## src/rtl/spi_flash_seq.sv

```systemverilog
module spi_flash_seq #(
  parameter int NCS = 2,
  localparam int CSW = (NCS > 1) ? $clog2(NCS) : 1
) (
  input  logic              clk,
  input  logic              rst_n,
  input  logic              bus_req,
  input  logic              bus_we,
  input  logic [CSW-1:0]    bus_sel,
  input  logic [31:0]       bus_addr,
  input  logic [1:0]        bus_size,
  input  logic [31:0]       bus_wdata,
  output logic              bus_ready,
  output logic [31:0]       bus_rdata,
  output logic              bus_err,
  input  logic [32*NCS-1:0] cs_ctrl,
  input  logic [NCS-1:0]    cs_wr_en,
  input  logic [NCS-1:0]    cs_addr4,
  input  logic [7:0]        dummy_byte,
  output logic              sh_start,
  output logic [7:0]        sh_txd,
  input  logic              sh_done,
  input  logic [7:0]        sh_rxd,
  output logic [NCS-1:0]    cs_n
);

  typedef enum logic [1:0] {S_IDLE, S_SEND, S_WAIT, S_DONE} st_t;
  localparam logic [1:0] M_READ = 2'd0, M_FAST = 2'd1, M_WRITE = 2'd2, M_PASS = 2'd3;

  st_t st;

  wire [31:0] rq_ctl  = cs_ctrl[32*bus_sel +: 32];
  wire [1:0]  rq_mode = rq_ctl[1:0];
  wire [7:0]  rq_op   = (rq_mode == M_READ) ? 8'h03 : rq_ctl[23:16];
  wire [6:0]  rq_d8   = {1'b0, rq_ctl[14], rq_ctl[7:6], 3'b000};
  wire [6:0]  rq_dum  = (rq_mode != M_FAST) ? 7'd0 : (rq_ctl[28] ? (rq_d8 >> 1) : rq_d8);
  wire [6:0]  rq_hdr  = (rq_mode == M_PASS) ? 7'd0 : (cs_addr4[bus_sel] ? 7'd5 : 7'd4);
  wire [6:0]  rq_nb   = (bus_size == 2'd0) ? 7'd1 : (bus_size == 2'd1) ? 7'd2 : 7'd4;
  wire        rq_rej  = bus_we ? (!cs_wr_en[bus_sel] || !rq_mode[1]) : (rq_mode == M_WRITE);
  wire        rq_zero = (rq_mode == M_FAST || rq_mode == M_WRITE) && (rq_op == 8'h00);

  logic [1:0]     mode_q;
  logic [7:0]     op_q;
  logic [31:0]    addr_q, wdata_q, rdata_q;
  logic           we_q, err_q, rej_q;
  logic [CSW-1:0] sel_q;
  logic [6:0]     hdr_q, dum_q, nb_q, idx_q;

  wire [6:0]  body  = hdr_q + dum_q;
  wire [6:0]  total = body + nb_q;
  wire        last  = (idx_q == total - 7'd1);
  wire [6:0]  apos  = hdr_q - 7'd1 - idx_q;
  wire [6:0]  k     = idx_q - body;
  wire [31:0] a_sh  = addr_q >> {apos[1:0], 3'b000};
  wire [31:0] w_sh  = wdata_q >> {k[1:0], 3'b000};
  wire        busy  = (st == S_SEND) || (st == S_WAIT);

  always_comb begin
    if (hdr_q != 7'd0 && idx_q == 7'd0) sh_txd = op_q;
    else if (idx_q < hdr_q)             sh_txd = a_sh[7:0];
    else if (idx_q < body)              sh_txd = dummy_byte;
    else if (we_q)                      sh_txd = w_sh[7:0];
    else                                sh_txd = 8'h00;
  end

  assign sh_start  = (st == S_SEND);
  assign bus_ready = (st == S_DONE);
  assign bus_rdata = rdata_q;
  assign bus_err   = err_q;

  for (genvar i = 0; i < NCS; i++) begin : g_cs
    wire pass_i = (cs_ctrl[32*i+1 -: 2] == M_PASS);
    assign cs_n[i] = pass_i ? cs_ctrl[32*i+2]
                            : !(busy && sel_q == CSW'(i) && mode_q != M_PASS);
  end

  always_ff @(posedge clk or negedge rst_n) begin
    if (!rst_n) begin
      st <= S_IDLE;
      mode_q <= M_READ; op_q <= '0; addr_q <= '0; wdata_q <= '0; rdata_q <= '0;
      we_q <= 1'b0; err_q <= 1'b0; rej_q <= 1'b0; sel_q <= '0;
      hdr_q <= '0; dum_q <= '0; nb_q <= '0; idx_q <= '0;
    end else begin
      case (st)
        S_IDLE: if (bus_req) begin
          mode_q  <= rq_mode;
          op_q    <= rq_op;
          addr_q  <= bus_addr;
          wdata_q <= bus_wdata;
          we_q    <= bus_we;
          sel_q   <= bus_sel;
          hdr_q   <= rq_hdr;
          dum_q   <= rq_dum;
          nb_q    <= rq_nb;
          idx_q   <= '0;
          rdata_q <= '0;
          err_q   <= rq_rej || rq_zero;
          rej_q   <= rq_rej;
          st      <= rq_rej ? S_DONE : S_SEND;
        end
        S_SEND: st <= S_WAIT;
        S_WAIT: if (sh_done) begin
          if (!we_q && idx_q >= body) rdata_q[{k[1:0], 3'b000} +: 8] <= sh_rxd;
          if (last) st <= S_DONE;
          else begin
            idx_q <= idx_q + 7'd1;
            st    <= S_SEND;
          end
        end
        default: st <= S_IDLE;
      endcase
    end
  end

  assert_one_byte_R12: assert property (@(posedge clk) disable iff (!rst_n)
    sh_start |=> !sh_start);
  assert_ready_pulse_R12: assert property (@(posedge clk) disable iff (!rst_n)
    bus_ready |=> !bus_ready);
  assert_cs_held_R6: assert property (@(posedge clk) disable iff (!rst_n)
    (sh_start && mode_q != M_PASS) |-> !cs_n[sel_q]);
  assert_cs_release_R6: assert property (@(posedge clk) disable iff (!rst_n)
    (bus_ready && mode_q != M_PASS && cs_ctrl[32*sel_q +: 2] != M_PASS) |-> cs_n[sel_q]);
  assert_reject_quiet_R10: assert property (@(posedge clk) disable iff (!rst_n)
    (bus_ready && rej_q) |-> ($past(st) == S_IDLE && bus_err));

endmodule

```

## config.mk

```make
export PLATFORM = sky130hd
export DESIGN_NAME = spi_flash_seq
export DESIGN_NICKNAME = d
export VERILOG_FILES = /design/src/rtl/spi_flash_seq.sv
export SDC_FILE = /design/constraint.sdc
export NUM_CORES = 1
export LEC_CHECK = 0
export ABC_AREA = 1
export ABC_CLOCK_PERIOD_IN_PS = 3400
export CAP_MARGIN = 10
export CORE_AREA = 2 2 152 154
export CTS_BUF_LIST = sky130_fd_sc_hd__clkbuf_4
export DETAILED_ROUTE_END_ITERATION = 10
export DIE_AREA = 0 0 154 156
export SLEW_MARGIN = 0
export SYNTH_ARGS = -nofsm -noshare
export SYNTH_HDL_FRONTEND = slang
export SYNTH_SLANG_ARGS = --single-unit
```

## constraint.sdc

```tcl
create_clock -name clk -period 3.4 [get_ports clk]
set_input_delay 0.68 -clock clk [delete_from_list [all_inputs] [get_ports clk]]
set_output_delay 0.68 -clock clk [all_outputs]
set_load 0.01 [all_outputs]
```

==> impl_metrics.ini, run 1 <==
[setup_path]
slowest_delay_ps = 450
r2r-end = idx_q[6]$_DFFE_PN0P_
critPathLaunchType = flip-flop
r2r_slack_ps = 20
worstPathCellList = ha_2 > ha_4 > buf_4 > nand2_1 > nand3_1 > nand2_4 > inv_2 > a21oi_4 > nand2_4 > nand3_2 > nand2_2 > o21ai_2 > nand2_1 > buf_6
required_ps = 2720
path_depth = 14
reg2reg_from = dum_q[2]$_DFFE_PN0P_
crit_path_top_delay_cell = dfrtp_1
crit_family = simple AND/OR/NAND/NOR gates
worstSetupStartpoint = dum_q[2]$_DFFE_PN0P_
cp_max_fo = 8
cp-endpoint = sh_txd[7]
crit_arrival_ps = 2810
reg2regPathDepth = 25
critPathCaptureType = output pin
critPathKind = flip-flop to output pin
worstPathBufferInverterCount = 3

[yosys]
synth_top_area_share_pct = 43.49
synth-seq-cells = 127
netlist_area_um2 = 7307
ys.flop_type = dfrtp_1
avgSynthCellArea_um2 = 7.122
synthArstFlopShare_pct = 100.0
synth_cell_types = 42
synth-edff-count = 0
ys_top_cells_by_area = dfrtp_1, nand2_1, ha_1
synth.most_common_cell = nand2_1
synth-seq-area-share_pct = 43.49
synthesis.nets = 1210
yosysWarnings = 0
syn_inst = 1026
synth_common_cells = nand2_1, dfrtp_1, nor2_1, nand3_1, inv_1
synth_top_area_cell = dfrtp_1

[clocking]
cts_tree = yes
cts_htree_levels = 4
cts.sinks = 127
cts_hold_buf = 0
cts_buffer_depth = 2
clock_latency_ps = 560
path_clk_slew_ps = 120
cts_root_buffer = clkbuf_4
cts_buffers = 17

[sta]
worstMarginPinSlew_ps = 784.3
setup_viol = 8
setup_tns_ps = -365.7
slew_headroom_pct = 47.71
fin_ws_ps = -87.90
layout_worst_path_cycle_share_pct = 102.6
final.min_clock_period_ps = 3488
hold_viol = 0
drv_slew = 0
finClkSkew_ps = 22.00
rsz0062_at_grt = yes
fmax_mhz = 286.7

[floorplanning]
die-height_um = 156
core_um2 = 22370
num_io_pins = 201
die_w_um = 154
rows = 55
initial_utilization_pct = 32.67
die_area_um2 = 24020

[drt]
wl_um = 21880
drc = 0
antenna_left = 0
dr.pass1.iters = 6
viasPerCell = 4.789
first_iter_violations = 453
vias = 7256
wl_per_cell_um = 14.44

[final_layout]
final_nets = 1400
layout-drive-gt1-share_pct = 12.77
syn_to_final_growth_pct = 36.59
fin_area_um2 = 9981

[worst_hold_path]
worstHoldPathType = primary input to asynchronous set/reset pin

[global_routing]
use_met2_pct = 31.33
grt_max_degree = 77
grt.total_usage_pct = 18.47
grt_antenna_before_repair = 1
gr-usage-met1_pct = 24.12
grt_pass1_wl_um = 35540
overflow = 0
first_global_vias = 7052
gr-usage-met3_pct = 3.333
busiest_layer = met2

[outcome]
violations = negative setup slack
status = finished with violations

[run]
cap_violations = 0

[placement]
gp_congestion = 0.8367
dpl-instance-area_um2 = 9373
post-dp-hpwl_um = 15610
port_buffers = 166

[pwr]
power_leakage_nw = 4.980
p_per_area_nw_per_um2 = 817.0
irDropWorstVdd_uv = 517.9
[worst register-to-register path: cells and delay by family (launching register included)]
| kind | cells | cell delay [ps] |
|---|---|---|
| flops | 1 | 450 |
| fa+ha+maj | 2 | 450 |
| buf+inv | 12 | 1340 |
| simple gates | 10 | 930 |
| xor+xnor | 1 | 170 |
[per-stage QoR]
stage / cells / util (%) / total power, mW / worst slack (ps) / hold WS (ps)
finish: 1515 / 44.63 / 8.154 / -87.90 / 202.9
global route: 1515 / 44.63 / 8.908 / -239.3 / 229.4
CTS: 1512 / 44.18 / 8.065 / -119.6 / 203.7
detailed placement: 1459 / 41.91 / 6.859 / -144.7 / 460.8
global placement: 1459 / 41.91 / 6.811 / -53.96 / 455.8
floorplan: 1026 / - / 5.270 / 586.2 / 384.4
[flip-flops by register name, summed over array words and instances, names as in the netlist]
name       cells
bus_rdata     32
sel_q          1
nb_q           3
wdata_q       32
idx_q          7
op_q           8
addr_q        32
hdr_q          2
dum_q          4
mode_q         2
we_q           1
bus_err        1
st             2
[routing by layer]
| layer | share of wire, % | up-vias |
|---|---|---|
| met5 | 0 | - |
| met4 | 1.7 | 0 |
| met3 | 4.2 | 31 |
| met2 | 48 | 163 |
| met1 | 46 | 3410 |
| li1 | - | 3652 |
[where the power goes]
part           internal, mW  switching [mW]  total, mW  leakage [nW]
combinational          1.89            3.02       4.90          3.21
sequential             2.02           0.313       2.34          1.64
clock                 0.294           0.623      0.917         0.124
total                  4.20            3.95       8.15          4.98
[worst min-delay path by stage]
| stage | startpoint | to | slack (ps) | depth (start not counted) |
|---|---|---|---|---|
| 6_report | rst_n | addr_q[0]$_DFFE_PN0P_ | 200 | 1 |
| 2_1_floorplan | rst_n | addr_q[0]$_DFFE_PN0P_ | 380 | 0 |
| 3_3_place_gp | bus_rdata[13]$_DFFE_PN0P_ | bus_rdata[13]$_DFFE_PN0P_ | 460 | 2 |
| 4_1_cts | rst_n | wdata_q[1]$_DFFE_PN0P_ | 200 | 1 |
| 5_1_grt | rst_n | wdata_q[5]$_DFFE_PN0P_ | 230 | 1 |
| 3_5_place_dp | bus_rdata[14]$_DFFE_PN0P_ | bus_rdata[14]$_DFFE_PN0P_ | 460 | 2 |
[what timing repair did]
item	4_1_cts	5_1_grt
setup buffers	20	1
pin swaps	14	9
gates cloned	1	1
gates resized for setup	74	20
endpoints found under the setup margin	8	42
[cell families after synthesis]
group	share of synthesized area [%]
AO/OA/AOI/OAI	5.891
XOR/XNOR	1.181
AND/OR/NAND/NOR	38.68
flip-flops	43.49
adder cells (fa/ha/maj)	4.897
multiplexers	0.2740
buffers and inverters	5.582
[cell usage in the layout, fill, tap and decap left out, drive strengths merged, types with 5 or more instances in the layout]
| master | synthesis | final |
|---|---|---|
| nand2 | 519 | 520 |
| clkbuf | 28 | 18 |
| inv | 53 | 57 |
| nand3 | 58 | 58 |
| clkinv | 3 | 9 |
| clkdlybuf4s50 | 0 | 157 |
| dfrtp | 127 | 127 |
| or2 | 7 | 7 |
| o21ai | 31 | 31 |
| nor3 | 5 | 5 |
| ha | 27 | 27 |
| a31oi | 18 | 18 |
| a21oi | 9 | 9 |
| nand4 | 34 | 34 |
| xnor2 | 5 | 5 |
| buf | 16 | 57 |
| nor2 | 64 | 64 |
[area by class of cell]
class / count / area [um2]
timing repair buffer: 214 / 2043
tap: 285 / 356.6
sequential: 127 / 3178
inverter: 56 / 214.0
clock inverter: 14 / 93.84
fill: 2286 / 12380
multi-input combinational: 800 / 3958
antenna: 1 / 2.502
clock buffer: 18 / 135.1
Power figures use the tool's default switching activity.
==> inputs of run 2 (changes only) <==
TNS_END_PERCENT = 5   (was unset)
==> run 2 against run 1 <==
Compared with the run above: the flow still finishes with violations (negative setup slack); setup slack lost 21 ps; clock power is essentially flat; die area is the same; via count shrank 0.63%; sequential share of layout area grew 0.10 points; flip-flop and latch count is the same; core utilization shrank 0.14 points; wire length shrank 0.20%; clock skew shrank 2.1 ps; critical path type unchanged; largest power group unchanged.
==> impl_metrics.ini, run 2 (synthesized netlist as in run 1, its figures left out) <==
[clocking]
cts_hold_buf = 0
cts_tree = yes
cts_root_buffer = clkbuf_4
clock_latency_ps = 560
cts.sinks = 127
cts_buffers = 17
path_clk_slew_ps = 120
cts_buffer_depth = 2
cts_htree_levels = 4

[setup_path]
critPathLaunchType = flip-flop
worstPathBufferInverterCount = 3
slowest_delay_ps = 440
crit_family = adder cells
reg2regPathDepth = 25
required_ps = 2720
critPathKind = flip-flop to output pin
crit_path_top_delay_cell = dfrtp_1
crit_arrival_ps = 2830
critPathCaptureType = output pin
worstPathCellList = ha_2 > ha_4 > nand3_4 > ha_4 > nand2_1 > inv_1 > nand2_2 > inv_2 > a21oi_4 > nand2_4 > nand3_2 > nand2_2 > o21ai_2 > nand2_1 > buf_6
reg2reg_from = dum_q[2]$_DFFE_PN0P_
r2r-end = idx_q[6]$_DFFE_PN0P_
r2r_slack_ps = 170
cp_max_fo = 8

[sta]
fmax_mhz = 285.0
drv_slew = 0
layout_worst_path_cycle_share_pct = 103.2
slew_headroom_pct = 47.43
setup_viol = 8
setup_tns_ps = -670.4
worstMarginPinSlew_ps = 788.6
finClkSkew_ps = 19.91
hold_viol = 0
fin_ws_ps = -109.3
worst_hold_slack_ps = 197.5
final.min_clock_period_ps = 3509
rsz0062_at_grt = yes

[run]
cap_violations = 0

[final_layout]
final_cell_mix = nand2_1, clkdlybuf4s50_1, dfrtp_1
fin_area_um2 = 9950
final_nets = 1398
syn_to_final_growth_pct = 36.16
layout-drive-gt1-share_pct = 12.06
final_common_cell = nand2_1

[global_routing]
grt_max_degree = 77
busiest_layer = met2
gr-usage-met1_pct = 24.10
use_met2_pct = 31.26
grt_pass1_wl_um = 35500
first_global_vias = 7032
grt_antenna_before_repair = 1
overflow = 0
grt.total_usage_pct = 18.45
gr-usage-met3_pct = 3.333

[outcome]
violations = negative setup slack
status = finished with violations

[drt]
wl_per_cell_um = 14.43
drc = 0
viasPerCell = 4.765
dr.pass1.iters = 7
antenna_left = 0
first_iter_violations = 447
vias = 7210
wl_um = 21830

[worst_hold_path]
worstHoldPathType = primary input to asynchronous set/reset pin

[pwr]
irDropWorstVdd_uv = 513.6
power_leakage_nw = 4.974
p_per_area_nw_per_um2 = 818.5
finalPower_mw = 8.143

[floorplanning]
die_area_um2 = 24020
die_w_um = 154
rows = 55
initial_utilization_pct = 32.67
num_io_pins = 201
core_um2 = 22370
die-height_um = 156

[placement]
port_buffers = 166
gp_congestion = 0.8367
post-dp-hpwl_um = 15610
dpl-instance-area_um2 = 9373
pre_cts_ws_ps = -144.7
## run 2: changes by cell type in the layout (fill, tap and decap cells not counted), sizes merged
cell	change
clkinv	+1
buf	-2
clkinvlp	-1
## run 2: power by group
group,switching [mW],leakage (nW),internal (mW)
combinational,3.02,3.21,1.87
clock,0.623,0.124,0.294
sequential,0.313,1.64,2.02
## run 2: worst max path at each step
stage | from | end | slack [ps] | depth (start not counted)
after detailed placement | hdr_q[2]$_DFFE_PN0P_ | sh_txd[7] | -140 | 17
after global placement | hdr_q[2]$_DFFE_PN0P_ | sh_txd[2] | -50 | 17
after CTS | dum_q[2]$_DFFE_PN0P_ | sh_txd[7] | -120 | 15
after floorplan | hdr_q[2]$_DFFE_PN0P_ | sh_txd[0] | 590 | 14
after global routing | dum_q[2]$_DFFE_PN0P_ | sh_txd[7] | -270 | 17
final | dum_q[2]$_DFFE_PN0P_ | sh_txd[7] | -110 | 15
## run 2: cell type report
class / count / area, um2
diodes: 1 / 2.502
clock buffers: 18 / 135.1
clock inverters: 14 / 93.84
multi-input cells: 800 / 3954
well taps: 285 / 356.6
repair buffers: 212 / 2019
inverters: 56 / 210.2
flip-flops and latches: 127 / 3178
fillers: 2289 / 12420
## run 2: routing by layer
layer | vias to the layer above | part of all wire, %
li1 | 3652 | -
met1 | 3352 | 46
met2 | 175 | 48
met3 | 31 | 4.6
met4 | 0 | 1.8
met5 | - | 0
## run 2: worst reg2reg max path, delay by kind of cell (launching register included)
family	cells	cell delay [ps]
flip-flops	1	450
XOR/XNOR	1	120
adder cells (fa/ha/maj)	2	490
AND/OR/NAND/NOR	10	810
buffers and inverters	12	1320
## run 2: what timing repair did
action,in CTS,in global routing
setup buffers,19,0
pin swaps,14,7
resized for setup,74,13
gates cloned,1,1
setup endpoints to repair,8,35
## run 2: metrics by stage
stage,instances,utilization [%]
2_1_floorplan,1026,-
3_3_place_gp,1459,41.91
3_5_place_dp,1459,41.91
4_1_cts,1511,44.15
5_1_grt,1513,44.49
6_report,1513,44.49
